File: config.mk
export PLATFORM = sky130hd
export DESIGN_NAME = sio_port
export DESIGN_NICKNAME = d
export VERILOG_FILES = /design/src/rtl/sio_pkg.sv /design/src/rtl/sio_tick.sv /design/src/rtl/sio_tx.sv /design/src/rtl/sio_rx.sv /design/src/rtl/sio_port.sv
export SDC_FILE = /design/constraint.sdc
export NUM_CORES = 1
export LEC_CHECK = 0
export BUFFER_PORTS_ARGS = -buffer_cell sky130_fd_sc_hd__buf_2
export CORE_MARGIN = 8
export CORE_UTILIZATION = 45
export CTS_CLUSTER_DIAMETER = 150
export CTS_CLUSTER_SIZE = 10
export DETAILED_ROUTE_END_ITERATION = 10
export GPL_ROUTABILITY_DRIVEN = 0
export HOLD_SLACK_MARGIN = 0.02
export PLACE_DENSITY = 0.7
export SETUP_SLACK_MARGIN = 0.05
export SLEW_MARGIN = 10
export SYNTH_ARGS = -nofsm -noshare
export SYNTH_HDL_FRONTEND = slang
export SYNTH_SLANG_ARGS = --single-unit
File: constraint.sdc
create_clock -name clk -period 3.1 [get_ports clk]
set_input_delay 0.465 -clock clk [delete_from_list [all_inputs] [get_ports clk]]
set_output_delay 0.465 -clock clk [all_outputs]
set_load 0.1 [all_outputs]
File: src/rtl/sio_pkg.sv
package sio_pkg;
   localparam logic [1:0] A_STAT = 2'd0;
   localparam logic [1:0] A_DATA = 2'd1;
   localparam logic [1:0] A_HIGH = 2'd2;
   localparam logic [1:0] A_DIV  = 2'd3;

   localparam int OVS = 16;

   typedef enum logic [1:0] {
      RX_IDLE  = 2'd0,
      RX_START = 2'd1,
      RX_DATA  = 2'd2,
      RX_STOP  = 2'd3
   } rx_state_e;
endpackage

File: src/rtl/sio_tick.sv
module sio_tick #(
   parameter int DIV_W = 16
) (
   input  logic             clk,
   input  logic             rst_n,
   input  logic [DIV_W-1:0] div,
   output logic             tick
);
   logic [DIV_W-1:0] cnt;

   always_ff @(posedge clk or negedge rst_n) begin
      if (!rst_n) begin
         cnt  <= '0;
         tick <= 1'b0;
      end else if (cnt >= div) begin
         cnt  <= '0;
         tick <= 1'b1;
      end else begin
         cnt  <= cnt + DIV_W'(1);
         tick <= 1'b0;
      end
   end
endmodule

File: src/rtl/sio_tx.sv
module sio_tx #(
   parameter int DW = 8
) (
   input  logic          clk,
   input  logic          rst_n,
   input  logic          tick,
   input  logic          wr_en,
   input  logic [DW-1:0] wr_byte,
   output logic          full,
   output logic          running,
   output logic          line
);
   localparam int FW = DW + 2;
   localparam int NW = $clog2(FW);

   logic [3:0]    tph;
   logic [FW-1:0] sh;
   logic [NW-1:0] nbit;
   logic [DW-1:0] hold;
   logic          edge_b;

   assign edge_b = tick && (tph == 4'hF);
   assign line   = running ? sh[0] : 1'b1;

   always_ff @(posedge clk or negedge rst_n) begin
      if (!rst_n) begin
         tph     <= '0;
         sh      <= '1;
         nbit    <= '0;
         hold    <= '0;
         full    <= 1'b0;
         running <= 1'b0;
      end else begin
         if (tick) tph <= tph + 4'd1;
         if (wr_en && !full) begin
            hold <= wr_byte;
            full <= 1'b1;
         end
         if (edge_b) begin
            if (running && nbit != NW'(FW - 1)) begin
               sh   <= {1'b1, sh[FW-1:1]};
               nbit <= nbit + NW'(1);
            end else if (full) begin
               sh      <= {1'b1, hold, 1'b0};
               nbit    <= '0;
               full    <= 1'b0;
               running <= 1'b1;
            end else begin
               running <= 1'b0;
            end
         end
      end
   end
endmodule

File: src/rtl/sio_rx.sv
module sio_rx
   import sio_pkg::*;
#(
   parameter int DW = 8
) (
   input  logic          clk,
   input  logic          rst_n,
   input  logic          tick,
   input  logic          rxd,
   output logic          load,
   output logic [DW-1:0] rx_byte,
   output logic          stop_ok
);
   localparam int BW = $clog2(DW);

   rx_state_e     st;
   logic [3:0]    cnt;
   logic [BW-1:0] nb;
   logic          prev;

   always_ff @(posedge clk or negedge rst_n) begin
      if (!rst_n) begin
         st      <= RX_IDLE;
         cnt     <= '0;
         nb      <= '0;
         prev    <= 1'b1;
         load    <= 1'b0;
         rx_byte <= '0;
         stop_ok <= 1'b1;
      end else begin
         prev <= rxd;
         load <= 1'b0;
         unique case (st)
            RX_IDLE: if (prev && !rxd) begin
               st  <= RX_START;
               cnt <= '0;
            end
            RX_START: if (tick) begin
               if (cnt == 4'(OVS/2 - 1)) begin
                  cnt <= '0;
                  nb  <= '0;
                  st  <= rxd ? RX_IDLE : RX_DATA;
               end else cnt <= cnt + 4'd1;
            end
            RX_DATA: if (tick) begin
               if (cnt == 4'(OVS - 1)) begin
                  cnt     <= '0;
                  rx_byte <= {rxd, rx_byte[DW-1:1]};
                  if (nb == BW'(DW - 1)) st <= RX_STOP;
                  else nb <= nb + BW'(1);
               end else cnt <= cnt + 4'd1;
            end
            RX_STOP: if (tick) begin
               if (cnt == 4'(OVS - 1)) begin
                  load    <= 1'b1;
                  stop_ok <= rxd;
                  st      <= RX_IDLE;
               end else cnt <= cnt + 4'd1;
            end
            default: st <= RX_IDLE;
         endcase
      end
   end
endmodule

File: src/rtl/sio_port.sv
module sio_port
   import sio_pkg::*;
#(
   parameter int DIV_W       = 16,
   parameter int SYNC_STAGES = 2
) (
   input  logic        clk,
   input  logic        rst_n,
   input  logic        bus_sel,
   input  logic        bus_wr,
   input  logic [1:0]  bus_addr,
   input  logic [15:0] bus_wdata,
   output logic [15:0] bus_rdata,
   input  logic        ser_in,
   output logic        ser_out
);
   localparam int DW = 8;

   if (DIV_W < 1 || DIV_W > 16) begin : g_bad_div
      $error("sio_port: DIV_W must lie in 1..16");
   end
   if (SYNC_STAGES < 2) begin : g_bad_sync
      $error("sio_port: SYNC_STAGES must be at least 2");
   end

   logic [DIV_W-1:0]       div_q;
   logic [DW-1:0]          high_q;
   logic [DW-1:0]          rx_data;
   logic                   rx_full, ovr, ferr;
   logic                   tick, tx_full, tx_run;
   logic                   rx_load, rx_stop_ok;
   logic [DW-1:0]          rx_byte;
   logic [SYNC_STAGES-1:0] sync_q;
   logic [4:0]             stat;
   logic                   wr_data, rd_data;

   assign wr_data = bus_sel && bus_wr && (bus_addr == A_DATA);
   assign rd_data = bus_sel && !bus_wr && (bus_addr == A_DATA);
   assign stat    = {ferr, ovr, rx_full, tx_full, tx_run};

   for (genvar i = 0; i < SYNC_STAGES; i++) begin : g_sync
      always_ff @(posedge clk or negedge rst_n) begin
         if (!rst_n) sync_q[i] <= 1'b1;
         else if (i == 0) sync_q[i] <= ser_in;
         else sync_q[i] <= sync_q[(i == 0) ? 0 : i - 1];
      end
   end

   sio_tick #(.DIV_W(DIV_W)) u_tick (
      .clk(clk), .rst_n(rst_n), .div(div_q), .tick(tick)
   );

   sio_tx #(.DW(DW)) u_tx (
      .clk(clk), .rst_n(rst_n), .tick(tick), .wr_en(wr_data),
      .wr_byte(bus_wdata[DW-1:0]), .full(tx_full), .running(tx_run),
      .line(ser_out)
   );

   sio_rx #(.DW(DW)) u_rx (
      .clk(clk), .rst_n(rst_n), .tick(tick), .rxd(sync_q[SYNC_STAGES-1]),
      .load(rx_load), .rx_byte(rx_byte), .stop_ok(rx_stop_ok)
   );

   always_ff @(posedge clk or negedge rst_n) begin
      if (!rst_n) begin
         div_q   <= '0;
         high_q  <= '0;
         rx_data <= '0;
         rx_full <= 1'b0;
         ovr     <= 1'b0;
         ferr    <= 1'b0;
      end else begin
         if (bus_sel && bus_wr && bus_addr == A_DIV)  div_q  <= bus_wdata[DIV_W-1:0];
         if (bus_sel && bus_wr && bus_addr == A_HIGH) high_q <= bus_wdata[15:8];
         if (rx_load) begin
            rx_data <= rx_byte;
            rx_full <= 1'b1;
            ovr     <= rx_full && !rd_data;
            ferr    <= !rx_stop_ok;
         end else if (rd_data) begin
            rx_full <= 1'b0;
         end
      end
   end

   always_comb begin
      unique case (bus_addr)
         A_STAT:  bus_rdata = {11'd0, stat};
         A_DATA:  bus_rdata = {8'd0, rx_data};
         A_HIGH:  bus_rdata = {high_q, 8'd0};
         default: bus_rdata = 16'(div_q);
      endcase
   end
endmodule


==> results by group <==
Global route
  – M1 GR Usage: 0.1860
  – Largest net degree at the start of global routing: 64
  – M2 GR Usage: 0.2106
  – Total GRT Usage: 0.1382
  – Gr ovfl total: 0
  – Met3 Resource Use GR: 0.02839
  – First-pass GRT wire length: 16120 um
  – Busiest grt layer: met2
  – Vias in the first global route: ~3200
  – Antenna violations before repair: 0

Worst hold path
  – Hold WC Path Type: primary input to async pin

Yosys
  – Synth Area in Compound Gates: 0.07425
  – Simple-gate area share of the yosys netlist: 0.1290
  – Area share of the largest cell type after synthesis: 0.4400
  – Post-synth design cell area: roughly 5000 um^2
  – Syn Inst Count: 420
  – Synth top cells by count: dfrtp_1, mux2_2, ha_1, inv_1, nand2_1
  – Yosys warns: 0
  – Syn_nets: 466
  – Avg Inst Size Synth: between 10 and 15 um^2
  – Synthesis-stage register bit count: roughly 100
  – Multiplexer share of the synthesized area: 0.1665
  – XOR/XNOR share of the synthesized area: 0.02975
  – Post-synth EDFFs: 0
  – Top-count cell post-synth: dfrtp_1
  – Adder-Cell Fraction of Synth Area: 0.05750
  – Post-synth top area cell: dfrtp_1
  – Post-synth ARST share: 1.000
  – Primary FF master, synth: dfrtp_1
  – Synth area leaders: dfrtp_1, mux2_2, dfstp_2
  – Combinational family with the most area after synthesis: multiplexers
  – Sequential share of the synthesized area: 0.5083
  – Library cells used by synthesis: between 40 and 50

Critical path
  – Crit path cell chain: inv_1 -> ha_1 -> nand2b_4 -> a2111oi_4 -> a2111oi_1 -> or4_1 -> buf_4 -> nor2_1
  – Critical path's slowest cell: or4_1
  – Family with the most delay on the worst path: simple AND/OR/NAND/NOR gates
  – Critical path class: flip-flop to flip-flop
  – Setup crit start kind: flip-flop
  – WP data arrival: 2570 ps
  – Worst setup EP type: flip-flop
  – Stages on worst setup path: 8
  – Critical Path RT: approximately 3400 ps
  – Worst Path Max Fanout: 17
  – Worst Path Buf+Inv: 2
  – CP peak stage delay: 500 ps
  – R2R depth: 8

STA
  – Tmin final: approximately 2300 ps
  – Skew final: ~14 ps
  – Relative slew slack: 0.5079
  – Final setup viols: 0
  – Least-Margin Pin Slew: 734.2 ps
  – Final TNS setup: 0 ps
  – Slew Viols, Final: 0
  – F_max: roughly 0.44 GHz
  – Final Hold Vio Count: 0
  – Period utilization: 0.7322
  – RSZ-0062 raised after global routing: no

Pwr
  – Maximum vdd drop: between 0.2 and 0.3 mV
  – Design Power: between 3000 and 4000 uW
  – Pwr Density: between 600 and 700 nW/um^2
  – Leak: between 0.002 and 0.003 uW

Cells and area
  – Layout cell share with drive strength beyond 1: 0.3160
  – Area occupied by multi-input gates: around 2300 um^2
  – Register Area: 2544 um^2
  – # diodes: 0
  – Finished Cell Area: between 5000 and 6000 um^2
  – Fill count: 980
  – Final Net Count: approximately 500
  – Area grow syn2layout: 10.33%

Clock tree
  – Clock buffer depth: 2
  – Root Driver: clkbuf_8
  – Post_cts resized: 0
  – Clock Sinks: roughly 100
  – Inserted Clock Buffers: 9
  – CTS tree: done
  – Cts hold-fix bufs: 0
  – Skew-Pair Late Insertion Delay: between 300 and 400 ps
  – Post-CTS setup repair buffer count: 0
  – Number of H-tree levels: 3
  – Clk slew on worst S/H paths: about 110 ps

Route
  – Residual DRC: 0
  – Initial drt markers: approximately 140
  – Post-route ant nets: 0
  – DR vias: 3189
  – Detailed-route wire length per cell: ~16 um
  – 1st-pass router iterations: 4
  – Vias per Instance: 5.297
  – DRT Wirelength: between 9000 and 10000 um

Floorplan
  – Die width: 121.5 um
  – # IOs: 40
  – Core Area: 10840 um^2
  – Num rows: 38
  – Initial core utilization: 0.4617
  – Die area: between 10000 and 15000 um^2
  – Die Span Y: 121.5 um

Placed design
  – Post-DP HPWL: 6906 um
  – I/O Buffers: 39
  – Dpl cell area: ~5300 um^2

Outcome
  – Status: complete, no violations

Run
  – Max-Cap Viols: 0
## final cells by class
cell class,count,area share
Sequential cell,101,0.4607
Multi-Input combinational cell,279,0.4142
Timing Repair Buffer,43,0.04351
Tap cell,140,0.03172
Clock buffer,10,0.02493
Inverter,23,0.01564
Clock inverter,6,0.009291
## layout by cell type (no fill, tap or decap), types with 2 or more instances in the layout
cell type / n
a21o_1: 6
mux2_2: 58
nor2_4: 7
buf_4: 4
or2_2: 2
clkbuf_8: 10
and4_1: 4
nor2_2: 2
inv_1: 23
a31oi_1: 2
xor2_1: 12
a21oi_1: 11
and3_1: 6
a22o_1: 10
buf_2: 38
and2_1: 3
o22ai_1: 2
mux2i_1: 18
nor2_1: 14
inv_6: 3
nand3_1: 10
o21ai_0: 18
xnor2_1: 5
dfrtp_1: 88
nand2b_1: 7
nand2_1: 20
nor2b_1: 13
nand4_1: 11
dfstp_2: 13
ha_1: 23
## power breakdown
group | total (uW) | internal [uW] | switching, uW
clock | 813 | 328 | 485
combinational | 815 | 343 | 472
sequential | 1690 | 1510 | 177
total | 3310 | 2180 | 1130
## kinds of logic after synthesis
| group | count (synthesis) |
|---|---|
| muxes | 76 |
| DFF | 101 |
| AOI/OAI and AO/OA | 55 |
| xor gates and xnor gates | 17 |
| buffers and inverters | 40 |
| and+or+nand+nor | 108 |
| adders and majority gates | 23 |
## flip-flops by register name, indices dropped and copies added, names as in the netlist, 2 cells and up, named ones only
register      count
div_q            16
u_tick.cnt       16
u_tx.sh           9
high_q            8
rx_data           8
u_rx.rx_byte      8
u_tx.hold         8
u_rx.cnt          4
u_tx.nbit         4
u_tx.tph          4
u_rx.nb           3
sync_q            2
## metal layers
metal	vias up	share of wire	wire (um)
met4	0	0.022	212
met2	34	0.46	4415
met5	-	0	0
met1	1592	0.49	4631
met3	16	0.026	248
li1	1547	-	-
## final timing paths
kind	from	endpoint	slack [ps]
worst max-delay path	u_tick.cnt[0]	u_tick.cnt[4]	830
worst min-delay path	rst_n	u_rx.cnt[0]	40
worst max register to register	u_tick.cnt[0]	u_tick.cnt[4]	830
worst min register to register	sync_q[0]	sync_q[1]	360
max in group asynchronous	rst_n	u_tx.sh[1]	2320
min in group clk	ser_in	sync_q[0]	180
## per-stage QoR
stage	worst slack (ps)	cells	hold slack (ps)	util
floorplan	199.6	420	169.4	-
global placement	842.2	586	348.3	0.4919
detailed placement	819.9	586	348.5	0.4919
CTS	816.6	602	57.44	0.5093
global route	750.9	602	74.70	0.5093
finish	830.2	602	36.57	0.5093
(Power assumes the default switching activity.)
